### config.mk
export PLATFORM = sky130hd
export DESIGN_NAME = rtc_calendar
export DESIGN_NICKNAME = d
export VERILOG_FILES = /design/src/rtl/rtc_pkg.sv /design/src/rtl/rtc_rst_sync.sv /design/src/rtl/rtc_prescaler.sv /design/src/rtl/rtc_cal_next.sv /design/src/rtl/rtc_calendar.sv
export SDC_FILE = /design/constraint.sdc
export NUM_CORES = 1
export LEC_CHECK = 0
export BUFFER_PORTS_ARGS = -buffer_cell sky130_fd_sc_hd__buf_2
export CORE_MARGIN = 4
export CORE_UTILIZATION = 49
export DETAILED_ROUTE_END_ITERATION = 10
export PLACE_DENSITY = 0.86
export SYNTH_ARGS = -nofsm -noshare
export SYNTH_HDL_FRONTEND = slang
export SYNTH_HIERARCHICAL = 1
export SYNTH_SLANG_ARGS = --single-unit
### constraint.sdc
create_clock -name clk -period 2.24 [get_ports clk]
set_input_delay 0.112 -clock clk [delete_from_list [all_inputs] [get_ports clk]]
set_output_delay 0.112 -clock clk [all_outputs]
set_load 0.05 [all_outputs]
### src/rtl/rtc_pkg.sv
package rtc_pkg;

  localparam int unsigned NUM_BYTES = 8;

  typedef struct packed {
    logic [7:0] cent;
    logic [7:0] dow;
    logic [7:0] year;
    logic [7:0] month;
    logic [7:0] date;
    logic [7:0] hour;
    logic [7:0] min;
    logic [7:0] sec;
  } rtc_img_t;

  localparam rtc_img_t RTC_RESET_IMG = '{
    cent:  8'h20, dow:   8'h00, year:  8'h00, month: 8'h01,
    date:  8'h01, hour:  8'h80, min:   8'h00, sec:   8'h00
  };

  function automatic logic [7:0] bcd_inc(input logic [7:0] v);
    logic [7:0] r;
    if (v[3:0] == 4'd9) r = {v[7:4] + 4'd1, 4'd0};
    else                r = {v[7:4], v[3:0] + 4'd1};
    return r;
  endfunction

  function automatic logic [6:0] bcd_to_bin(input logic [7:0] v);
    return 7'(v[7:4]) * 7'd10 + 7'(v[3:0]);
  endfunction

  function automatic logic [7:0] month_last_day(input logic [7:0] mon,
                                                input logic [7:0] yr);
    logic [6:0] yb;
    logic [7:0] d;
    yb = bcd_to_bin(yr);
    case (mon)
      8'h04, 8'h06, 8'h09, 8'h11: d = 8'h30;
      8'h02:                      d = (yb[1:0] == 2'b00) ? 8'h29 : 8'h28;
      default:                    d = 8'h31;
    endcase
    return d;
  endfunction

  // Forces unused bits to zero and keeps fields inside their legal codes.
  function automatic logic [7:0] sanitize_byte(input int unsigned idx,
                                               input logic [7:0] b);
    logic [7:0] r;
    case (idx)
      0, 1:    r = b & 8'h7F;
      2:       r = {b[7], 1'b0, b[5:0]};
      3:       r = b & 8'h3F;
      4:       r = b & 8'h1F;
      6:       r = (b[2:0] == 3'd7) ? 8'h00 : {5'd0, b[2:0]};
      7:       r = (b == 8'h19) ? 8'h19 : 8'h20;
      default: r = b;
    endcase
    return r;
  endfunction

endpackage

### src/rtl/rtc_rst_sync.sv
module rtc_rst_sync #(
  parameter int unsigned STAGES = 2
) (
  input  logic clk,
  input  logic rst_n,
  output logic rst_sync_n
);
  logic [STAGES-1:0] sync_q;

  always_ff @(posedge clk or negedge rst_n) begin
    if (!rst_n) sync_q <= '0;
    else        sync_q <= {sync_q[STAGES-2:0], 1'b1};
  end

  assign rst_sync_n = sync_q[STAGES-1];
endmodule

### src/rtl/rtc_prescaler.sv
module rtc_prescaler #(
  parameter int unsigned PRESC_W = 15
) (
  input  logic clk,
  input  logic rst_n,
  input  logic en,
  input  logic clr,
  output logic tick
);
  logic [PRESC_W-1:0] cnt_q;
  logic [PRESC_W-1:0] cnt_d;

  always_comb begin
    cnt_d = cnt_q;
    if (clr)     cnt_d = '0;
    else if (en) cnt_d = cnt_q + 1'b1;
  end

  always_ff @(posedge clk or negedge rst_n) begin
    if (!rst_n) cnt_q <= '0;
    else        cnt_q <= cnt_d;
  end

  assign tick = en && (&cnt_q) && !clr;
endmodule

### src/rtl/rtc_cal_next.sv
module rtc_cal_next
  import rtc_pkg::*;
(
  input  rtc_img_t cur,
  output rtc_img_t nxt
);
  logic       c_min, c_hour, c_day, c_mon, c_year;
  logic [5:0] hv;
  logic       pm;

  always_comb begin
    nxt    = cur;
    c_hour = 1'b0;
    c_day  = 1'b0;
    c_mon  = 1'b0;
    c_year = 1'b0;
    hv     = '0;
    pm     = 1'b0;

    // seconds
    c_min = (cur.sec == 8'h59);
    nxt.sec = c_min ? 8'h00 : bcd_inc(cur.sec);

    // minutes
    if (c_min) begin
      c_hour  = (cur.min == 8'h59);
      nxt.min = c_hour ? 8'h00 : bcd_inc(cur.min);
    end

    // hours
    if (c_hour) begin
      if (cur.hour[7]) begin
        hv = cur.hour[5:0];
        if (hv == 6'h23) begin
          hv    = 6'h00;
          c_day = 1'b1;
        end else begin
          hv = 6'(bcd_inc({2'b00, hv}));
        end
        nxt.hour = {2'b10, hv};
      end else begin
        pm = cur.hour[5];
        hv = {1'b0, cur.hour[4:0]};
        if (hv == 6'h12) begin
          hv = 6'h01;
        end else if (hv == 6'h11) begin
          hv    = 6'h12;
          c_day = pm;
          pm    = ~pm;
        end else begin
          hv = 6'(bcd_inc({2'b00, hv}));
        end
        nxt.hour = {2'b00, pm, hv[4:0]};
      end
    end

    // date and day of week
    if (c_day) begin
      c_mon    = (cur.date == month_last_day(cur.month, cur.year));
      nxt.date = c_mon ? 8'h01 : bcd_inc(cur.date);
      nxt.dow  = (cur.dow[2:0] == 3'd6) ? 8'h00 : {5'd0, cur.dow[2:0] + 3'd1};
    end

    // month
    if (c_mon) begin
      c_year    = (cur.month == 8'h12);
      nxt.month = c_year ? 8'h01 : bcd_inc(cur.month);
    end

    // year and century
    if (c_year) begin
      if (cur.year == 8'h99) begin
        nxt.year = 8'h00;
        nxt.cent = 8'h20;
      end else begin
        nxt.year = bcd_inc(cur.year);
      end
    end
  end
endmodule

### src/rtl/rtc_calendar.sv
module rtc_calendar
  import rtc_pkg::*;
#(
  parameter int unsigned PRESC_W = 15
) (
  input  logic        clk,
  input  logic        rst_n,
  input  logic        osc_en,
  input  logic        ld_stb,
  input  logic [7:0]  ld_be,
  input  logic [63:0] ld_img,
  output logic [63:0] snap,
  output logic        fail,
  output logic        tick_o
);
  localparam int unsigned IMG_W = 8 * NUM_BYTES;

  logic             rst_i_n;
  logic             load_any;
  logic             tick;
  rtc_img_t         time_q;
  rtc_img_t         time_step;
  logic [IMG_W-1:0] time_d;
  logic             fail_q;
  logic             fail_d;

  rtc_rst_sync #(.STAGES(2)) u_rst_sync (
    .clk        (clk),
    .rst_n      (rst_n),
    .rst_sync_n (rst_i_n)
  );

  assign load_any = ld_stb && (|ld_be);

  rtc_prescaler #(.PRESC_W(PRESC_W)) u_presc (
    .clk   (clk),
    .rst_n (rst_i_n),
    .en    (osc_en),
    .clr   (load_any),
    .tick  (tick)
  );

  rtc_cal_next u_next (
    .cur (time_q),
    .nxt (time_step)
  );

  always_comb begin
    time_d = time_q;
    fail_d = fail_q;
    if (load_any) begin
      for (int unsigned i = 0; i < NUM_BYTES; i++) begin
        if (ld_be[i]) time_d[8*i +: 8] = sanitize_byte(i, ld_img[8*i +: 8]);
      end
      fail_d = 1'b0;
    end else if (tick && !fail_q) begin
      time_d = time_step;
    end
  end

  always_ff @(posedge clk or negedge rst_i_n) begin
    if (!rst_i_n) begin
      time_q <= RTC_RESET_IMG;
      fail_q <= 1'b1;
    end else begin
      time_q <= time_d;
      fail_q <= fail_d;
    end
  end

  assign snap   = time_q;
  assign fail   = fail_q;
  assign tick_o = tick;
endmodule

# Word level (Yosys, flattened, before mapping)
# Index checks and enable logic that the tools add are counted.
[totals]
out_inout_bits = 66
reg_bits = 82
in_bits = 76
elab_cells = 160
[op_classes]
n_addsub = 16
n_reduce_logical = 40
n_eq_ne = 32
n_bitwise = 1
multipliers = 1
muxes = 52
[op_table]
columns = ["operator", "count"]
rows = [
  ["$mux 8", 28],
  ["$mux 64", 2],
  ["$add 4x1->4 const B", 11],
  ["$mux 15", 2],
  ["$eq 4x4->1 const B", 6],
  ["$eq 8x5->1 const B", 3],
  ["$reduce_and 3->1", 7],
  ["$reduce_and 4->1", 5],
  ["$mux 6", 3],
  ["$reduce_bool 3->1", 6],
  ["$eq 8x3->1 const B", 2],
  ["$eq 8x7->1 const B", 2],
  ["$ne 2x2->1 const B", 8],
  ["$pmux 8 s2", 1],
  ["$reduce_bool 2->1", 8],
  ["$add 15x1->15 const B", 1],
  ["$mux 5", 3],
  ["$reduce_and 15->1", 1],
  ["$mux 1", 11],
  ["$eq 5x5->1 const B", 2],
  ["$eq 8x2->1 const B", 1],
  ["$eq 8x4->1 const B", 1],
  ["$eq 8x8->1", 1],
  ["$eq 8x8->1 const B", 1],
  ["20 further kinds", 26],
]

# Depth between registers and ports, before layout
[depth]
ltp_word = 12
ltp_mapped = 14
ltp_nobuf = 12

# Hierarchy
# Netlist, hierarchy kept.
[modules_own_cells]
columns = ["mod", "area_per_inst_um2", "seq_area_each_um2", "instances", "cells_each"]
rows = [
  ["rtc_calendar", 2991.6, 1632.8, 1, 257],
  ["rtc_cal_next", 1762.9, 0.0, 1, 277],
  ["rtc_prescaler", 820.8, 375.4, 1, 82],
  ["rtc_rst_sync", 53.8, 50.0, 1, 3],
]

# Least setup slack after synthesis
# OpenSTA, ideal clock, no wires.
[synth_timing]
path_type = "input to register"
from = "input port ld_be[7]"
to = "register time_q (netlist bit snap[22])"
cell_stages = 11
n_path_buf = 4
arrival_ps = 3350
setup_time_ps = 133
required_time_ps = 2107
slack_ps = -1243
path_cell_list = "or4_1 > o21ai_2 > inv_2 > buf_6 > clkbuf_1 > nor3_1 > nand2b_1 > clkbuf_1 > nor2_1 > clkbuf_1 > o21ai_0"
[synth_between]
elab_chain_len = 7
word_cells_on_any_way = 10
classes_between = "eq/ne (1); mux (1); reduce/logical (8)"
[synth_lines]
columns = ["item", "line_no", "rtl"]
rows = [
  ["from (decl)", "rtc_calendar.sv:10", "input logic [7:0] ld_be,"],
  ["$reduce_or 8->1", "rtc_calendar.sv:33", "assign load_any = ld_stb && (|ld_be);"],
  ["$logic_and 1x1->1", "rtc_calendar.sv:33", ""],
  ["via load_any", "rtc_calendar.sv:19", "logic load_any;"],
  ["$logic_not 1->1", "rtc_prescaler.sv:24", "assign tick = en && (&cnt_q) && !clr;"],
  ["$logic_and 1x1->1", "rtc_prescaler.sv:24", ""],
  ["via tick_o", "rtc_calendar.sv:14", "output logic tick_o"],
  ["$logic_and 1x1->1", "rtc_calendar.sv:56", "end else if (tick && !fail_q) begin"],
  ["$reduce_bool 2->1 (no line)", "n/a", ""],
  ["$reduce_and 3->1 (no line)", "n/a", ""],
  ["to (signal assigned)", "rtc_calendar.sv:66", "time_q <= time_d;"],
  ["to (decl)", "rtc_calendar.sv:21", "rtc_img_t time_q;"],
]
# The timed path passes the listed nets, and every way through them passes these cells.
# A chain may end at the register's enable or synchronous reset.

# Final worst setup path
[layout_timing]
from = "register time_q (netlist bit snap[17])"
to = "register time_q (netlist bit snap[59])"
[layout_between]
elab_chain_len = 9
word_cells_on_any_way = 12
classes_between = "eq/ne (3); mux (7); reduce/logical (2)"
[layout_lines]
columns = ["item", "line_no", "rtl"]
rows = [
  ["$eq 5x5->1", "rtc_cal_next.sv:46", "end else if (hv == 6'h11) begin"],
  ["$mux 1", "rtc_cal_next.sv:46", ""],
  ["$mux 1", "rtc_cal_next.sv:44", "if (hv == 6'h12) begin"],
  ["$mux 1 *", "rtc_cal_next.sv:32", "if (cur.hour[7]) begin"],
  ["$mux 1 *", "rtc_cal_next.sv:31", "if (c_hour) begin"],
  ["$mux 1 *", "rtc_cal_next.sv:58", "if (c_day) begin"],
  ["$mux 1 *", "rtc_cal_next.sv:65", "if (c_mon) begin"],
  ["$reduce_bool 2->1 (no line) *", "n/a", ""],
  ["$reduce_and 4->1 (no line) *", "n/a", ""],
]
# Mark *: on every way between the ends. The rest lies on a longest branch, timed or not.

==> qor.yml <==
run_status:
  status: "complete, but fails checks"
  violations: "setup timing"
pwr:
  intPower_mw: 3.05
  comb_power_share_pct: 34.0
  switching_share_pct: 36.7
  peakVddDrop_uv: 562
  p_leak_nw: 3.59
  pwr-share-seq_pct: 35.9
  pwr-share-clk_pct: 30.2
  p_per_area_mw_per_mm2: 589
  p_switching_mw: 1.77
worst_setup_path:
  cpPeakStageDelay_ps: 520
  crit_buf_inv: 1
  timing.critical_path.mode_cell: "nor2_2"
  worstSetupEndpointType: "flop"
  required_ps: 2470
  cp_max_fo: 8
  path_cells: "nor2_2 -> nor4b_4 -> ha_2 -> nor2_2 -> a21oi_2 -> nand4_1 -> or4_4 -> nor4_4 -> buf_6 -> nor2b_1 -> nand2_1 -> o221ai_2"
  start_kind: "flop"
  worst-endpoint-arrival_ps: 2950
  crit_slowest_cell: "or4_4"
  critPathKind: "flop to flop"
  crit_family: "simple AND/OR/NAND/NOR gates"
routing:
  wl_per_cell_um: 19.6
  dr.pass1.iters: 5
  dr.first_iter.drc_count: 647
  highest_layer: "met4"
  vias_per_cell: 6.13
  drc: 0
  drt-total-wl_mm: 19.5
  route.met3.wl_mm: 1.61
  met1_length_mm: 7.60
  antenna_left: 0
  met2_length_mm: 9.83
  route.vias.total: 6092
floorplanning:
  initial_utilization_pct: 51.0
  io_pins: 142
  die_x_um: 115
  core_mm2: 0.0110
  dieArea_mm2: 0.0133
  num_rows: 38
  die_h_um: 115
global_route:
  grt_use_total_pct: 27.9
  antenna_found_initial: 0
  grt_pass1_vias: 5962
  grt_remaining_overflow: 0
  grt_max_degree: 35
  grt_first_pass_wirelength_mm: 29.6
layout:
  nFillCells: 722
  drive_above_1_share_pct: 51.3
  final_util_pct: 74.2
  antennaDiodeCount: 0
  synthToLayoutAreaGrowth_pct: 45.5
  nNetsFinal: 945
  final-instance-count-excl-fill: 993
place:
  port_buffers: 128
  dp_hpwl_mm: 13.4
  place_congestion: 0.942
  place_inst: 956
sta:
  skew_ps: 11.1
  max_slew.worst_pin.slew_ps: 548
  layout_min_cycle_time_ps: 2720
  slew_violations: 0
  rsz0062_at_grt: "true"
  fmax_mhz: 367
  tns_ps: -9870
  post-route-period-util_pct: 122
  fin_ws_ps: -485
  holdWs_ps: 70.5
  hold_violations: 0
  setup_violations: 33
  slew-limit-headroom_pct: 63.3
cts:
  numCtsBuffers: 9
  cts_sinks: 82
  clk_pin_slew_worst_paths_ps: 60
  cts_tree: "done"
  cts-root-buf: "clkbuf_16"
  clk_latency_ps: 350
  htree_levels: 3
  clockBufferDepth: 2
yosys:
  ys_types: 63
  ys.flop_type: "dfrtp_1"
  ys_seq_area_share_pct: 36.6
  ys_ff_latch: 82
  synth_area_mm2: 0.00563
  synth-edff-count: 0
  postSynthCellCount: 619
  synthArstFlopShare_pct: 100
  avgSynthCellArea_um2: 9.09
  synth_nets: 716
  yosys_warnings: 6
run:
  drv_cap: 0
min_path:
  min_path_type: "primary input to async pin"
==> sequential cells by signal (all words and copies together), names as in the netlist <==
name	count
u_rst_sync/sync_q	2
u_presc/cnt_q	15
fail	1
snap	64
==> power groups by stage <==
stage,Sequential (mW),Combinational [mW],Clock (mW)
5_1_grt,1.75,1.73,1.53
6_report,1.73,1.64,1.45
3_3_place_gp,1.73,1.45,0
3_5_place_dp,1.74,1.50,0
4_1_cts,1.72,1.54,1.48
2_1_floorplan,2.16,0.561,0
==> worst register-to-register path: cells and delay by family (launching register included) <==
| family | cells | cell delay (ps) |
|---|---|---|
| simple gates | 8 | 1560 |
| compound gates | 2 | 230 |
| fa+ha+maj | 1 | 210 |
| buf+inv | 1 | 200 |
| flops | 1 | 400 |
==> synthesized netlist by cell type (16+ instances only) <==
| cell | instances | share of area (%) |
|---|---|---|
| ha_1 | 21 | 4.7 |
| dfrtp_1 | 77 | 34 |
| o221a_2 | 34 | 6.8 |
| nor2b_1 | 16 | 1.8 |
| o21ai_0 | 48 | 4.3 |
| nor2_1 | 37 | 2.5 |
| nand2_1 | 66 | 4.4 |
| nand3_1 | 37 | 3.3 |
| a21oi_1 | 18 | 1.6 |
| or2_2 | 41 | 4.6 |
| inv_1 | 22 | 1.5 |
==> per-stage QoR <==
| step | setup slack (ps) | power [mW] | area (um2) |
|---|---|---|---|
| 6_report | -485 | 4.82 | 8190 |
| 5_1_grt | -536 | 5.00 | 8190 |
| 4_1_cts | -411 | 4.73 | 7760 |
| 3_5_place_dp | -614 | 3.24 | 7290 |
| 3_3_place_gp | -538 | 3.18 | 7290 |
| 2_1_floorplan | -607 | 2.72 | 5940 |
==> cells by family after synthesis <==
group,synth area share [%]
AOI/OAI and AO/OA,21.8
xor gates and xnor gates,2.64
adders and majority gates,4.67
buffers and inverters,4.47
DFF,36.6
muxes,1.96
other,0.0666
and+or+nand+nor,27.9
==> timing repair <==
item / 4_1_cts / 5_1_grt
resized for setup: 34 / 81
setup endpoints to repair: 54 / 58
hold buffers: 1 / 0
endpoints found under the hold margin: 2 / 0
pin swaps: 17 / 35
setup buffers: 8 / 14
==> cell type report <==
cell class | count | area, um2 | area share, %
clock buffer | 11 | 253 | 3.09
clock inverter | 5 | 37.5 | 0.458
inverter | 23 | 86.3 | 1.05
multi-input combinational | 487 | 3910 | 47.8
sequential | 82 | 2080 | 25.4
tap | 140 | 175 | 2.14
timing repair buffer | 245 | 1640 | 20.1
==> layer usage <==
metal	vias up	track usage (%)
met5	-	0
met3	43	6.58
met2	327	47.5
met1	2982	34.9
li1	2740	-
met4	0	9.00
==> final timing paths <==
check | cells after the start | slack [ps] | end | startpoint
setup / recovery | 12 | -480 | snap[59]$_DFFE_PN0P_ | snap[17]$_DFFE_PN0P_
hold / removal | 2 | 70 | u_rst_sync/sync_q[1]$_DFF_PN0_ | rst_n
setup reg to reg | 12 | -480 | snap[59]$_DFFE_PN0P_ | snap[17]$_DFFE_PN0P_
max in group asynchronous | 1 | 1180 | snap[32]$_DFFE_PN1P_ | u_rst_sync/sync_q[1]$_DFF_PN0_
hold reg to reg | 0 | 300 | u_presc/cnt_q[2]$_DFFE_PN0P_ | u_rst_sync/sync_q[1]$_DFF_PN0_
min in group clk | 3 | 100 | snap[28]$_DFFE_PN0P_ | ld_img[28]
==> cell usage in the layout (no fill, tap or decap), types with 6 or more instances in the layout <==
cell / n
nor4_4: 6
xor2_1: 11
buf_2: 128
or2_2: 41
o21ai_2: 9
dfrtp_1: 63
buf_6: 12
nor3_1: 6
buf_4: 97
inv_1: 16
and2_1: 7
clkbuf_16: 9
o221a_1: 9
o21ai_1: 24
or3_1: 6
o221a_2: 13
nand2_1: 61
or4_1: 9
o221a_4: 21
inv_2: 7
nor2_1: 28
a21oi_1: 16
nand3_1: 31
nand4_1: 11
a21o_1: 8
o21ai_0: 17
o31ai_1: 8
dfrtp_2: 13
nand2b_1: 6
nor2b_1: 14
o21ai_4: 7
ha_1: 18
No activity file was read; power rests on OpenSTA's default activity.
